--- src/rtl/wbc_pkg.sv ---
package wbc_pkg;
  typedef enum logic [1:0] {
    OP_FETCH = 2'b00,
    OP_LOAD  = 2'b01,
    OP_STORE = 2'b10,
    OP_RSVD  = 2'b11
  } cache_op_e;

  typedef enum logic [1:0] {
    ST_IDLE,
    ST_LOOK,
    ST_WB,
    ST_RD
  } cache_st_e;
endpackage

--- src/rtl/wbc_lookup.sv ---
module wbc_lookup #(
  parameter int ADDR_W = 16,
  parameter int LINES  = 16,
  parameter bit ASSOC  = 1'b0,
  localparam int IDX_W = $clog2(LINES),
  localparam int AGE_W = $clog2(LINES) + 1
) (
  input  logic [ADDR_W-1:0]             addr_i,
  input  logic [LINES-1:0]              valid_i,
  input  logic [LINES-1:0][ADDR_W-1:0]  tags_i,
  input  logic [LINES-1:0][AGE_W-1:0]   ages_i,
  output logic                          hit_o,
  output logic [IDX_W-1:0]              hit_idx_o,
  output logic [IDX_W-1:0]              vic_idx_o
);
  logic [IDX_W-1:0] dix;
  logic [IDX_W-1:0] a_vic;
  logic [AGE_W-1:0] best;
  logic             found_inv;

  assign dix = addr_i[IDX_W-1:0];

  always_comb begin
    hit_o     = 1'b0;
    hit_idx_o = dix;
    if (ASSOC) begin
      for (int i = 0; i < LINES; i++)
        if (valid_i[i] && tags_i[i] == addr_i) begin
          hit_o     = 1'b1;
          hit_idx_o = IDX_W'(i);
        end
    end else begin
      hit_o = valid_i[dix] && (tags_i[dix] == addr_i);
    end
  end

  // empty line first, else oldest (lowest index wins ties)
  always_comb begin
    found_inv = 1'b0;
    a_vic     = '0;
    best      = ages_i[0];
    for (int i = 0; i < LINES; i++)
      if (!valid_i[i] && !found_inv) begin
        found_inv = 1'b1;
        a_vic     = IDX_W'(i);
      end
    if (!found_inv)
      for (int i = 1; i < LINES; i++)
        if (ages_i[i] > best) begin
          best  = ages_i[i];
          a_vic = IDX_W'(i);
        end
    vic_idx_o = ASSOC ? a_vic : dix;
  end
endmodule

--- src/rtl/wbc_lines.sv ---
module wbc_lines #(
  parameter int ADDR_W = 16,
  parameter int DATA_W = 16,
  parameter int LINES  = 16,
  localparam int IDX_W = $clog2(LINES),
  localparam int AGE_W = $clog2(LINES) + 1
) (
  input  logic                          clk_i,
  input  logic                          rst_ni,
  input  logic                          wr_en_i,
  input  logic [IDX_W-1:0]              wr_idx_i,
  input  logic [ADDR_W-1:0]             wr_tag_i,
  input  logic [DATA_W-1:0]             wr_data_i,
  input  logic                          wr_dirty_i,
  output logic [LINES-1:0]              valid_o,
  output logic [LINES-1:0]              dirty_o,
  output logic [LINES-1:0][ADDR_W-1:0]  tags_o,
  output logic [LINES-1:0][DATA_W-1:0]  data_o,
  output logic [LINES-1:0][AGE_W-1:0]   ages_o
);
  always_ff @(posedge clk_i or negedge rst_ni) begin
    if (!rst_ni) begin
      valid_o <= '0;
      dirty_o <= '0;
      tags_o  <= '0;
      data_o  <= '0;
      ages_o  <= '0;
    end else if (wr_en_i) begin
      for (int i = 0; i < LINES; i++) begin
        if (IDX_W'(i) == wr_idx_i) begin
          valid_o[i] <= 1'b1;
          dirty_o[i] <= wr_dirty_i;
          tags_o[i]  <= wr_tag_i;
          data_o[i]  <= wr_data_i;
          ages_o[i]  <= '0;
        end else if (valid_o[i] && ages_o[i] != '1) begin
          ages_o[i] <= ages_o[i] + 1'b1;
        end
      end
    end
  end
endmodule

--- src/rtl/wb_word_cache.sv ---
module wb_word_cache
  import wbc_pkg::*;
#(
  parameter int ADDR_W = 16,
  parameter int DATA_W = 16,
  parameter int LINES  = 16,
  parameter bit ASSOC  = 1'b0,
  localparam int IDX_W = $clog2(LINES),
  localparam int AGE_W = $clog2(LINES) + 1
) (
  input  logic              clk_i,
  input  logic              rst_ni,
  input  logic              cpu_req_i,
  input  logic [1:0]        cpu_op_i,
  input  logic [ADDR_W-1:0] cpu_addr_i,
  input  logic [DATA_W-1:0] cpu_wdata_i,
  output logic              cpu_ready_o,
  output logic              cpu_done_o,
  output logic [DATA_W-1:0] cpu_rdata_o,
  output logic              mem_req_o,
  output logic              mem_we_o,
  output logic [ADDR_W-1:0] mem_addr_o,
  output logic [DATA_W-1:0] mem_wdata_o,
  input  logic              mem_ack_i,
  input  logic [DATA_W-1:0] mem_rdata_i
);
  cache_st_e         st_q, st_d;
  logic [1:0]        op_q;
  logic [ADDR_W-1:0] addr_q;
  logic [DATA_W-1:0] wdata_q, rdata_q, rdata_d;
  logic [IDX_W-1:0]  vic_q;
  logic              done_q, done_d, is_store;

  logic [LINES-1:0]             valid, dirty;
  logic [LINES-1:0][ADDR_W-1:0] tags;
  logic [LINES-1:0][DATA_W-1:0] data;
  logic [LINES-1:0][AGE_W-1:0]  ages;
  logic                         hit;
  logic [IDX_W-1:0]             hit_idx, vic_idx;

  logic              wr_en, wr_dirty;
  logic [IDX_W-1:0]  wr_idx;
  logic [DATA_W-1:0] wr_data;

  assign is_store = (op_q == OP_STORE);

  wbc_lookup #(.ADDR_W(ADDR_W), .LINES(LINES), .ASSOC(ASSOC)) lookup_i (
    .addr_i   (addr_q),
    .valid_i  (valid),
    .tags_i   (tags),
    .ages_i   (ages),
    .hit_o    (hit),
    .hit_idx_o(hit_idx),
    .vic_idx_o(vic_idx)
  );

  wbc_lines #(.ADDR_W(ADDR_W), .DATA_W(DATA_W), .LINES(LINES)) lines_i (
    .clk_i     (clk_i),
    .rst_ni    (rst_ni),
    .wr_en_i   (wr_en),
    .wr_idx_i  (wr_idx),
    .wr_tag_i  (addr_q),
    .wr_data_i (wr_data),
    .wr_dirty_i(wr_dirty),
    .valid_o   (valid),
    .dirty_o   (dirty),
    .tags_o    (tags),
    .data_o    (data),
    .ages_o    (ages)
  );

  always_comb begin
    st_d     = st_q;
    wr_en    = 1'b0;
    wr_idx   = vic_q;
    wr_data  = wdata_q;
    wr_dirty = 1'b1;
    done_d   = 1'b0;
    rdata_d  = wdata_q;
    unique case (st_q)
      ST_IDLE: if (cpu_req_i) st_d = ST_LOOK;
      ST_LOOK: begin
        if (hit) begin
          wr_en    = 1'b1;
          wr_idx   = hit_idx;
          wr_data  = is_store ? wdata_q : data[hit_idx];
          wr_dirty = is_store | dirty[hit_idx];
          rdata_d  = wr_data;
          done_d   = 1'b1;
          st_d     = ST_IDLE;
        end else if (valid[vic_idx] && dirty[vic_idx]) begin
          st_d = ST_WB;
        end else if (is_store) begin
          wr_en  = 1'b1;
          wr_idx = vic_idx;
          done_d = 1'b1;
          st_d   = ST_IDLE;
        end else begin
          st_d = ST_RD;
        end
      end
      ST_WB: if (mem_ack_i) begin
        if (is_store) begin
          wr_en  = 1'b1;
          done_d = 1'b1;
          st_d   = ST_IDLE;
        end else begin
          st_d = ST_RD;
        end
      end
      ST_RD: if (mem_ack_i) begin
        wr_en    = 1'b1;
        wr_data  = mem_rdata_i;
        wr_dirty = 1'b0;
        rdata_d  = mem_rdata_i;
        done_d   = 1'b1;
        st_d     = ST_IDLE;
      end
      default: st_d = ST_IDLE;
    endcase
  end

  always_ff @(posedge clk_i or negedge rst_ni) begin
    if (!rst_ni) begin
      st_q    <= ST_IDLE;
      op_q    <= '0;
      addr_q  <= '0;
      wdata_q <= '0;
      vic_q   <= '0;
      done_q  <= 1'b0;
      rdata_q <= '0;
    end else begin
      st_q   <= st_d;
      done_q <= done_d;
      if (done_d) rdata_q <= rdata_d;
      if (st_q == ST_IDLE && cpu_req_i) begin
        op_q    <= cpu_op_i;
        addr_q  <= cpu_addr_i;
        wdata_q <= cpu_wdata_i;
      end
      if (st_q == ST_LOOK) vic_q <= vic_idx;
    end
  end

  assign cpu_ready_o = (st_q == ST_IDLE);
  assign cpu_done_o  = done_q;
  assign cpu_rdata_o = rdata_q;
  assign mem_req_o   = (st_q == ST_WB) || (st_q == ST_RD);
  assign mem_we_o    = (st_q == ST_WB);
  assign mem_addr_o  = (st_q == ST_WB) ? tags[vic_q] : addr_q;
  assign mem_wdata_o = data[vic_q];
endmodule

--- config.mk ---
export PLATFORM = sky130hd
export DESIGN_NAME = wb_word_cache
export DESIGN_NICKNAME = d
export VERILOG_FILES = /design/src/rtl/wbc_pkg.sv /design/src/rtl/wbc_lookup.sv /design/src/rtl/wbc_lines.sv /design/src/rtl/wb_word_cache.sv
export SDC_FILE = /design/constraint.sdc
export NUM_CORES = 1
export LEC_CHECK = 0
export BUFFER_PORTS_ARGS = -buffer_cell sky130_fd_sc_hd__buf_2
export CAP_MARGIN = 20
export CORE_ASPECT_RATIO = 1.75
export CORE_MARGIN = 2
export CORE_UTILIZATION = 35
export DETAILED_ROUTE_END_ITERATION = 10
export GPL_TIMING_DRIVEN = 0
export PLACE_DENSITY = 0.59
export SLEW_MARGIN = 25
export SYNTH_ARGS = -nofsm -noshare
export SYNTH_HDL_FRONTEND = slang
export SYNTH_HIERARCHICAL = 1
export SYNTH_SLANG_ARGS = --single-unit
--- constraint.sdc ---
create_clock -name clk_i -period 4.9 [get_ports clk_i]
set_input_delay 0.98 -clock clk_i [delete_from_list [all_inputs] [get_ports clk_i]]
set_output_delay 0.98 -clock clk_i [all_outputs]
set_load 0.02 [all_outputs]
==> results_dict.tcl, run 1 <==
set metrics [dict create \
    layout-drive-gt1-share 0.506 \
    cts_tree "done" \
    finClkSkew_ns 0.0376 \
    ir_drop_mv 0.377 \
    finalSetupViolCount 401 \
    crit_arrival_ns 5.54 \
    crit_top_cell "buf_12" \
    area_growth_pct 21.9 \
    pin_count 106 \
    worst_path_largest_cell_delay_ns 0.57 \
    rsz0062_at_grt "yes" \
    multi_input_area_um2 16500 \
    crit-reg2reg-launch "addr_q[0]" \
    clock_sinks 601 \
    violations "negative setup slack" \
    startpoint "addr_q[0]" \
    cts_buffers 58 \
    power.density_nw_per_um2 687 \
    antenna_found_initial 2 \
    dp_hpwl_um 79800 \
    drv_cap 0 \
    layout_commonest_cell "dfrtp_1" \
    startpoint_type "register" \
    endpoint_kind "register" \
    root_buffer "clkbuf_16" \
    fmax_mhz 199 \
    rows 147 \
    fillers 8345 \
    portBuffers 105 \
    cp.depth 23 \
    r2r_setup_slack_ns -0.12 \
    detail_route.iter0.violations 1835 \
    critPathRequiredTime_ns 5.42 \
    synth_warnings 6 \
    path_buf_inv 10 \
    drc 0 \
    die_h_um 406 \
    avgRoutedWirePerCell_um 30.8 \
    synthesis.nets 2329 \
    drv_slew 0 \
    post-place-ws_ns -2.56 \
    worstSetupPathType "register to register" \
    hold_violations 0 \
    regArea_um2 15100 \
    synth_area_um2 32300 \
    p_leak_uw 0.0182 \
    holdCritPathClass "primary input to asynchronous set/reset pin" \
    place_area_um2 34500 \
    wirelength_um 118000 \
    finalCritPeriodShare 1.03 \
    whs_ns 0.107 \
    drt_pass1_iterations 5 \
    cts_buffer_depth 3 \
    grt_max_degree 97 \
    regToRegEndpoint "lines_i/tags_o[120]" \
    critPathSlowestCell "dfrtp_4" \
    worst_slew_pin_slew_ns 1.14 \
    relSlewSlack 0.237 \
    initial_core_util 0.352 \
    via_per_inst 5.81 \
    first_global_vias 23600 \
    setup_ws_ns -0.124 \
    avgSynthCellArea_um2 14.2 \
    netlist_instances 2275 \
    dieArea_um2 94700 \
    status "complete, but fails checks" \
    vias 22200 \
    crit_family "buffers and inverters" \
    dieWidth_um 234 \
    nNetsFinal 2642 \
    worst-path-max-fanout 8 \
    grt_first_pass_wirelength_um 165000 \
    final_area_um2 39300 \
    crit_chain "buf_12 -> buf_12 -> buf_4 -> mux4_2 -> nor2b_1 -> a211oi_2 -> a21oi_2 -> xnor2_2 -> o2111ai_4 -> a2111oi_4 -> buf_4 -> nand3b_1 -> buf_4 -> buf_6 -> o22ai_4 -> nor2_4 -> buf_6 -> and2_4 -> buf_6 -> nand3_4 -> buf_12 -> buf_12 -> mux2_2" \
    fin_crit_ns 5.02 \
    clkLatencyLatePin_ns 0.67 \
    antenna_left 0 \
    track_usage 0.244 \
    h-tree-depth 2 \
    globalRoute.totalOverflow 0 \
    layout_common_cells "dfrtp_1 (597), mux2_2 (374), nand2_1 (328)" \
    coreArea_um2 91600 \
    cts.clk_slew.worst_paths_ns 0.06 \
    reg2regPathDepth 23 \
    routabilityCongestion 0.956 \
]
## per-layer routing
metal | wire, um | GRT usage | part of all wire | up-vias
met5 | 0 | 0 | 0 | -
met4 | 10600 | 0.185 | 0.090 | 0
met3 | 6280 | 0.0369 | 0.053 | 392
met2 | 61000 | 0.429 | 0.52 | 987
met1 | 40100 | 0.261 | 0.34 | 11800
li1 | - | - | - | 9067
## worst max-delay path by stage
stage	endpoint
6_report	lines_i/tags_o[120]
3_3_place_gp	addr_q[10]
5_1_grt	lines_i/tags_o[212]
4_1_cts	lines_i/tags_o[86]
3_5_place_dp	lines_i/tags_o[250]
2_1_floorplan	lines_i/data_o[80]
## metrics by stage
step / setup TNS (ns) / power (uW) / utilization / instances
final: -20.09 / 27000 / 0.430 / 3827
after global routing: -25.37 / 28100 / 0.430 / 3827
after CTS: -0.00161 / 26200 / 0.411 / 3742
after detailed placement: -1068.11 / 20700 / 0.377 / 3579
after global placement: -6709.41 / 20300 / 0.374 / 3572
after floorplan: 0 / 16300 / - / 2275
## flip-flops by register name (all words and copies together), names as in the netlist
register	cells
st_q	2
lines_i/tags_o	256
cpu_done_o	1
op_q	2
lines_i/dirty_o	16
vic_q	4
addr_q	16
lines_i/valid_o	16
wdata_q	16
cpu_rdata_o	16
lines_i/data_o	256
## report_power, final
group          internal (uW)  switching [uW]
Combinational           6700            7070
Clock                   2760            2080
Sequential              6790            1640
## cell type report
type | count | area share
clock inverters | 19 | 0.00677
well taps | 1192 | 0.0379
repair buffers | 255 | 0.0594
clock buffers | 87 | 0.0443
flip-flops and latches | 601 | 0.383
inverters | 9 | 0.000954
diodes | 1 | 0.0000636
plain buffers | 212 | 0.0488
multi-input cells | 1451 | 0.419
## what timing repair did
action                     in CTS  in global routing
hold buffers                    0                  0
cloned                          2                 13
setup buffers                  57                 72
resized for setup             197                181
setup endpoints to repair     579                514
pin swaps                      22                 37
Note: power is estimated with default switching activity, not from simulation.
==> run 2: changes to the inputs <==
--- a/config.mk
+++ b/config.mk
@@ -13,6 +13,7 @@
 export DETAILED_ROUTE_END_ITERATION = 10
 export GPL_TIMING_DRIVEN = 0
 export PLACE_DENSITY = 0.59
+export REMOVE_ABC_BUFFERS = 1
 export SLEW_MARGIN = 25
 export SYNTH_ARGS = -nofsm -noshare
 export SYNTH_HDL_FRONTEND = slang
==> results_dict.tcl, run 2 (synthesis gave the netlist of run 1 again) <==
set metrics [dict create \
    hold_violations 0 \
    regArea_um2 15100 \
    via_per_inst 5.84 \
    h-tree-depth 2 \
    finalSetupViolCount 28 \
    layout_commonest_cell "dfrtp_1" \
    fin_tns_setup_ns -0.344 \
    final_area_um2 38700 \
    grt_first_pass_wirelength_um 154000 \
    place_area_um2 34300 \
    drv_cap 0 \
    clock_sinks 601 \
    fillers 8200 \
    layout-drive-gt1-share 0.484 \
    pin_count 106 \
    cts_tree "done" \
    layout_common_cells "dfrtp_1 (593), mux2_2 (395), nand2_1 (330)" \
    crit_arrival_ns 5.42 \
    r2r_setup_slack_ns -0.04 \
    reg2regPathDepth 19 \
    endpoint_kind "register" \
    avgRoutedWirePerCell_um 29.1 \
    globalRoute.totalOverflow 0 \
    first_global_vias 22700 \
    wirelength_um 106000 \
    status "complete, but fails checks" \
    cts_buffer_depth 3 \
    clkLatencyLatePin_ns 0.63 \
    rows 147 \
    power.total_uw 26500 \
    antenna_found_initial 3 \
    drv_slew 0 \
    post-place-ws_ns -2.16 \
    relSlewSlack 0.446 \
    fin_crit_ns 4.94 \
    critPathCapture "lines_i/data_o[31]" \
    drc 0 \
    cts.clk_slew.worst_paths_ns 0.07 \
    fmax_mhz 203 \
    finClkSkew_ns 0.0298 \
    coreArea_um2 91600 \
    portBuffers 105 \
    setup_ws_ns -0.0351 \
    startpoint_type "register" \
    antenna_left 0 \
    dp_hpwl_um 56600 \
    holdCritPathClass "primary input to asynchronous set/reset pin" \
    detail_route.iter0.violations 1689 \
    dieWidth_um 234 \
    dieArea_um2 94700 \
    reg_top3 "lines_i/data_o: 256 flops, lines_i/tags_o: 256 flops" \
    worst_slew_pin_slew_ns 0.831 \
    cts_buffers 55 \
    grt_max_degree 97 \
    nNetsFinal 2475 \
    whs_ns 0.220 \
    finalCritPeriodShare 1.01 \
    die_h_um 406 \
    track_usage 0.222 \
    routabilityCongestion 0.758 \
    drt_pass1_iterations 5 \
    worstSetupPathType "register to register" \
    multi_input_area_um2 16600 \
    power.density_nw_per_um2 683 \
    ir_drop_mv 0.350 \
    cts_hold_buf 0 \
    p_leak_uw 0.0175 \
    root_buffer "clkbuf_16" \
    critPathRequiredTime_ns 5.39 \
    violations "negative setup slack" \
    area_growth_pct 20.0 \
    initial_core_util 0.352 \
    crit-reg2reg-launch "addr_q[2]" \
    startpoint "addr_q[2]" \
    vias 21300 \
    worst-path-max-fanout 10 \
    n_antenna_cell 0 \
    regToRegEndpoint "lines_i/data_o[31]" \
]
run 2: worst min-delay path by stage:
| stage | start | to | slack, ns |
|---|---|---|---|
| after detailed placement | lines_i/valid_o[14] | lines_i/valid_o[14] | 0.47 |
| after global placement | lines_i/valid_o[9] | lines_i/valid_o[9] | 0.47 |
| after global routing | rst_ni | lines_i/data_o[83] | 0.22 |
| after floorplan | lines_i/valid_o[14] | lines_i/valid_o[14] | 0.44 |
| after CTS | rst_ni | lines_i/data_o[100] | 0.20 |
| final | rst_ni | lines_i/data_o[83] | 0.22 |
run 2: stage by stage:
stage	util	std cells
4_1_cts	0.417	3624
6_report	0.423	3655
3_5_place_dp	0.374	3400
5_1_grt	0.423	3655
2_1_floorplan	-	2061
3_3_place_gp	0.361	3358
run 2: timing repair:
item | 4_1_cts | 5_1_grt
cloned | 29 | 7
gates resized for setup | 79 | 34
setup endpoints to repair | 567 | 548
pin swaps | 45 | 20
buffers inserted | 96 | 27
run 2: cell type report:
cell class / count / share of cell area
clock buffers: 84 / 0.0423
clock inverters: 15 / 0.00608
inverters: 9 / 0.000970
multi-input cells: 1463 / 0.428
flip-flops and latches: 601 / 0.389
well taps: 1192 / 0.0385
repair buffers: 290 / 0.0944
repair inverters: 1 / 0.000194
run 2: critical path: stages, from the launching register on:
cell       delay, ns
dfrtp_4         0.44
buf_16          0.16
buf_16          0.16
buf_16          0.15
mux4_2          0.52
mux2i_2         0.19
mux2i_2         0.14
a211oi_2        0.30
nand4_1         0.24
a2111oi_4       0.36
buf_6           0.21
buf_6           0.12
nor3_1          0.05
mux2_4          0.29
nor2_4          0.29
and2b_4         0.26
buf_6           0.13
nand3_4         0.17
clkbuf_16       0.23
mux2_2          0.35
run 2: routing by layer:
layer | GRT usage | vias up | part of all wire
met5 | 0 | - | 0
li1 | - | 8747 | -
met2 | 0.385 | 904 | 0.51
met1 | 0.265 | 11400 | 0.37
met3 | 0.0301 | 298 | 0.054
met4 | 0.121 | 0 | 0.062
run 2: report_power, final:
part	switching [uW]	internal (uW)	leakage [uW]
Sequential	1810	6790	0.00798
Clock	2000	2610	0.000917
Combinational	6310	6940	0.00863
==> run 3: changes to the inputs <==
==> constraint.sdc (replaced) <==
create_clock -name clk_i -period 5.8 [get_ports clk_i]
set_input_delay 1.16 -clock clk_i [delete_from_list [all_inputs] [get_ports clk_i]]
set_output_delay 1.16 -clock clk_i [all_outputs]
set_load 0.02 [all_outputs]
==> results_dict.tcl, run 3 (synthesis gave the netlist of run 1 again) <==
set metrics [dict create \
    track_usage 0.208 \
    via_per_inst 5.71 \
    p_clk_frac 0.186 \
    cp.depth 16 \
    grt_first_pass_wirelength_um 146000 \
    crit_arrival_ns 6.11 \
    antenna_found_initial 1 \
    worst_path_largest_cell_delay_ns 0.57 \
    nNetsFinal 2375 \
    routabilityCongestion 0.758 \
    die_h_um 406 \
    vias 20300 \
    path_buf_inv 4 \
    dieArea_um2 94700 \
    cts_buffers 55 \
    cts.clk_slew.worst_paths_ns 0.07 \
    drv_cap 0 \
    regToRegEndpoint "lines_i/tags_o[131]" \
    p_seq_frac 0.350 \
    setup_ws_ns 0.184 \
    rsz0062_at_grt "no" \
    hold_violations 0 \
    swShare 0.381 \
    rows 147 \
    area_growth_pct 14.6 \
    post-place-ws_ns -1.26 \
    cts_buffer_depth 3 \
    finClkSkew_ns 0.0346 \
    crit_chain "buf_16 -> buf_16 -> buf_12 -> mux4_2 -> mux2i_1 -> mux2i_1 -> a211oi_2 -> nand4_1 -> a2111oi_4 -> buf_6 -> nand3b_1 -> o22ai_1 -> nor2_1 -> nor2_4 -> nand3_4 -> mux2_2" \
    clkLatencyLatePin_ns 0.63 \
    fin_tns_setup_ns 0 \
    drc 0 \
    drv_slew 0 \
    cts_tree "done" \
    p_leak_uw 0.0167 \
    holdCritPathClass "primary input to asynchronous set/reset pin" \
    h-tree-depth 2 \
    grt_max_degree 97 \
    portBuffers 105 \
    r2r_setup_slack_ns 0.18 \
    first_global_vias 22100 \
    crit-reg2reg-launch "addr_q[2]" \
    clock_sinks 601 \
    reg2regPathDepth 16 \
    whs_ns 0.394 \
    startpoint_type "register" \
    worst_slew_pin_slew_ns 0.822 \
    globalRoute.totalOverflow 0 \
    detail_route.iter0.violations 1475 \
    layout_commonest_cell "dfrtp_1" \
    status "complete, no violations" \
    fin_crit_ns 5.62 \
    avgRoutedWirePerCell_um 27.3 \
    p_comb_frac 0.464 \
    antenna_left 0 \
    initial_core_util 0.352 \
    finalSetupViolCount 0 \
    layout_common_cells "dfrtp_1 (593), mux2_2 (398), nand2_1 (332)" \
    reg_top3 "lines_i/data_o: 256 flops, lines_i/tags_o: 256 flops" \
    worst-path-max-fanout 39 \
    power.total_uw 20800 \
    critPathSlowestCell "nand3_4" \
    layout-drive-gt1-share 0.445 \
    p_sw_uw 7940 \
    crit_family "simple AND/OR/NAND/NOR gates" \
    fmax_mhz 178 \
    relSlewSlack 0.452 \
    dp_hpwl_um 56600 \
    root_buffer "clkbuf_16" \
    pin_count 106 \
    power.density_nw_per_um2 563 \
    cts_hold_buf 0 \
    endpoint_kind "register" \
    dieWidth_um 234 \
    wirelength_um 97200 \
    finalCritPeriodShare 0.968 \
    ir_drop_mv 0.268 \
    coreArea_um2 91600 \
    drt_pass1_iterations 5 \
    p_int_uw 12900 \
    critPathRequiredTime_ns 6.29 \
    worstSetupPathType "register to register" \
]
## run 3: cell count changes in the layout (fill, tap and decap cells not counted), sizes merged
cell / delta
clkbuf: -6
diode: +1
nand2: -1
a2111o: -1
bufbuf: -13
buf: -79
## run 3: how the worst max path moves through the flow
stage / startpoint / to
finish: addr_q[2] / lines_i/tags_o[131]
global route: addr_q[2] / lines_i/tags_o[156]
CTS: addr_q[1] / lines_i/tags_o[165]
detailed placement: addr_q[0] / lines_i/tags_o[22]
global placement: addr_q[0] / lines_i/tags_o[224]
floorplan: addr_q[0] / lines_i/tags_o[80]
## run 3: layer usage
layer / wire [um] / GRT usage
met5: 0 / 0
met4: 4310 / 0.0964
met3: 4580 / 0.0247
met2: 50800 / 0.366
met1: 37500 / 0.252
## run 3: metrics by stage
stage | instance area [um2] | instances | utilization
6_report | 37000 | 3556 | 0.404
3_5_place_dp | 34300 | 3400 | 0.374
2_1_floorplan | 31100 | 2061 | -
4_1_cts | 36800 | 3547 | 0.402
5_1_grt | 37000 | 3555 | 0.404
3_3_place_gp | 33100 | 3358 | 0.361
## run 3: area by class of cell
type | count | area, um2
fill | 8400 | 54600
multi-input combinational | 1461 | 16300
sequential | 601 | 15100
timing repair buffer | 192 | 2180
clock buffer | 84 | 1640
tap | 1192 | 1490
clock inverter | 15 | 235
inverter | 9 | 37.5
timing repair inverter | 1 | 7.51
antenna | 1 | 2.50
## run 3: power groups by stage
stage | clock network, uW | registers (uW) | logic [uW]
2_1_floorplan | 0 | 7520 | 6170
3_3_place_gp | 0 | 8280 | 7870
3_5_place_dp | 0 | 7410 | 9290
4_1_cts | 3960 | 7290 | 9680
5_1_grt | 4110 | 7520 | 10300
6_report | 3880 | 7290 | 9660
## run 3: timing repair
item | in CTS | in global routing
pin swaps | 21 | 2
gates cloned | 11 | 1
setup buffers | 37 | 7
resized for setup | 19 | 4
endpoints found under the setup margin | 560 | 411
hold endpoints to repair | 0 | 0
## run 3: worst reg2reg max path, cell delays in order, from the launching register on
cell and delay, ns:
dfrtp_4 0.44, buf_16 0.23, buf_16 0.30, buf_12 0.26
mux4_2 0.57, mux2i_1 0.17, mux2i_1 0.18, a211oi_2 0.32
nand4_1 0.24, a2111oi_4 0.33, buf_6 0.22, nand3b_1 0.28
o22ai_1 0.24, nor2_1 0.16, nor2_4 0.50, nand3_4 0.58
mux2_2 0.47
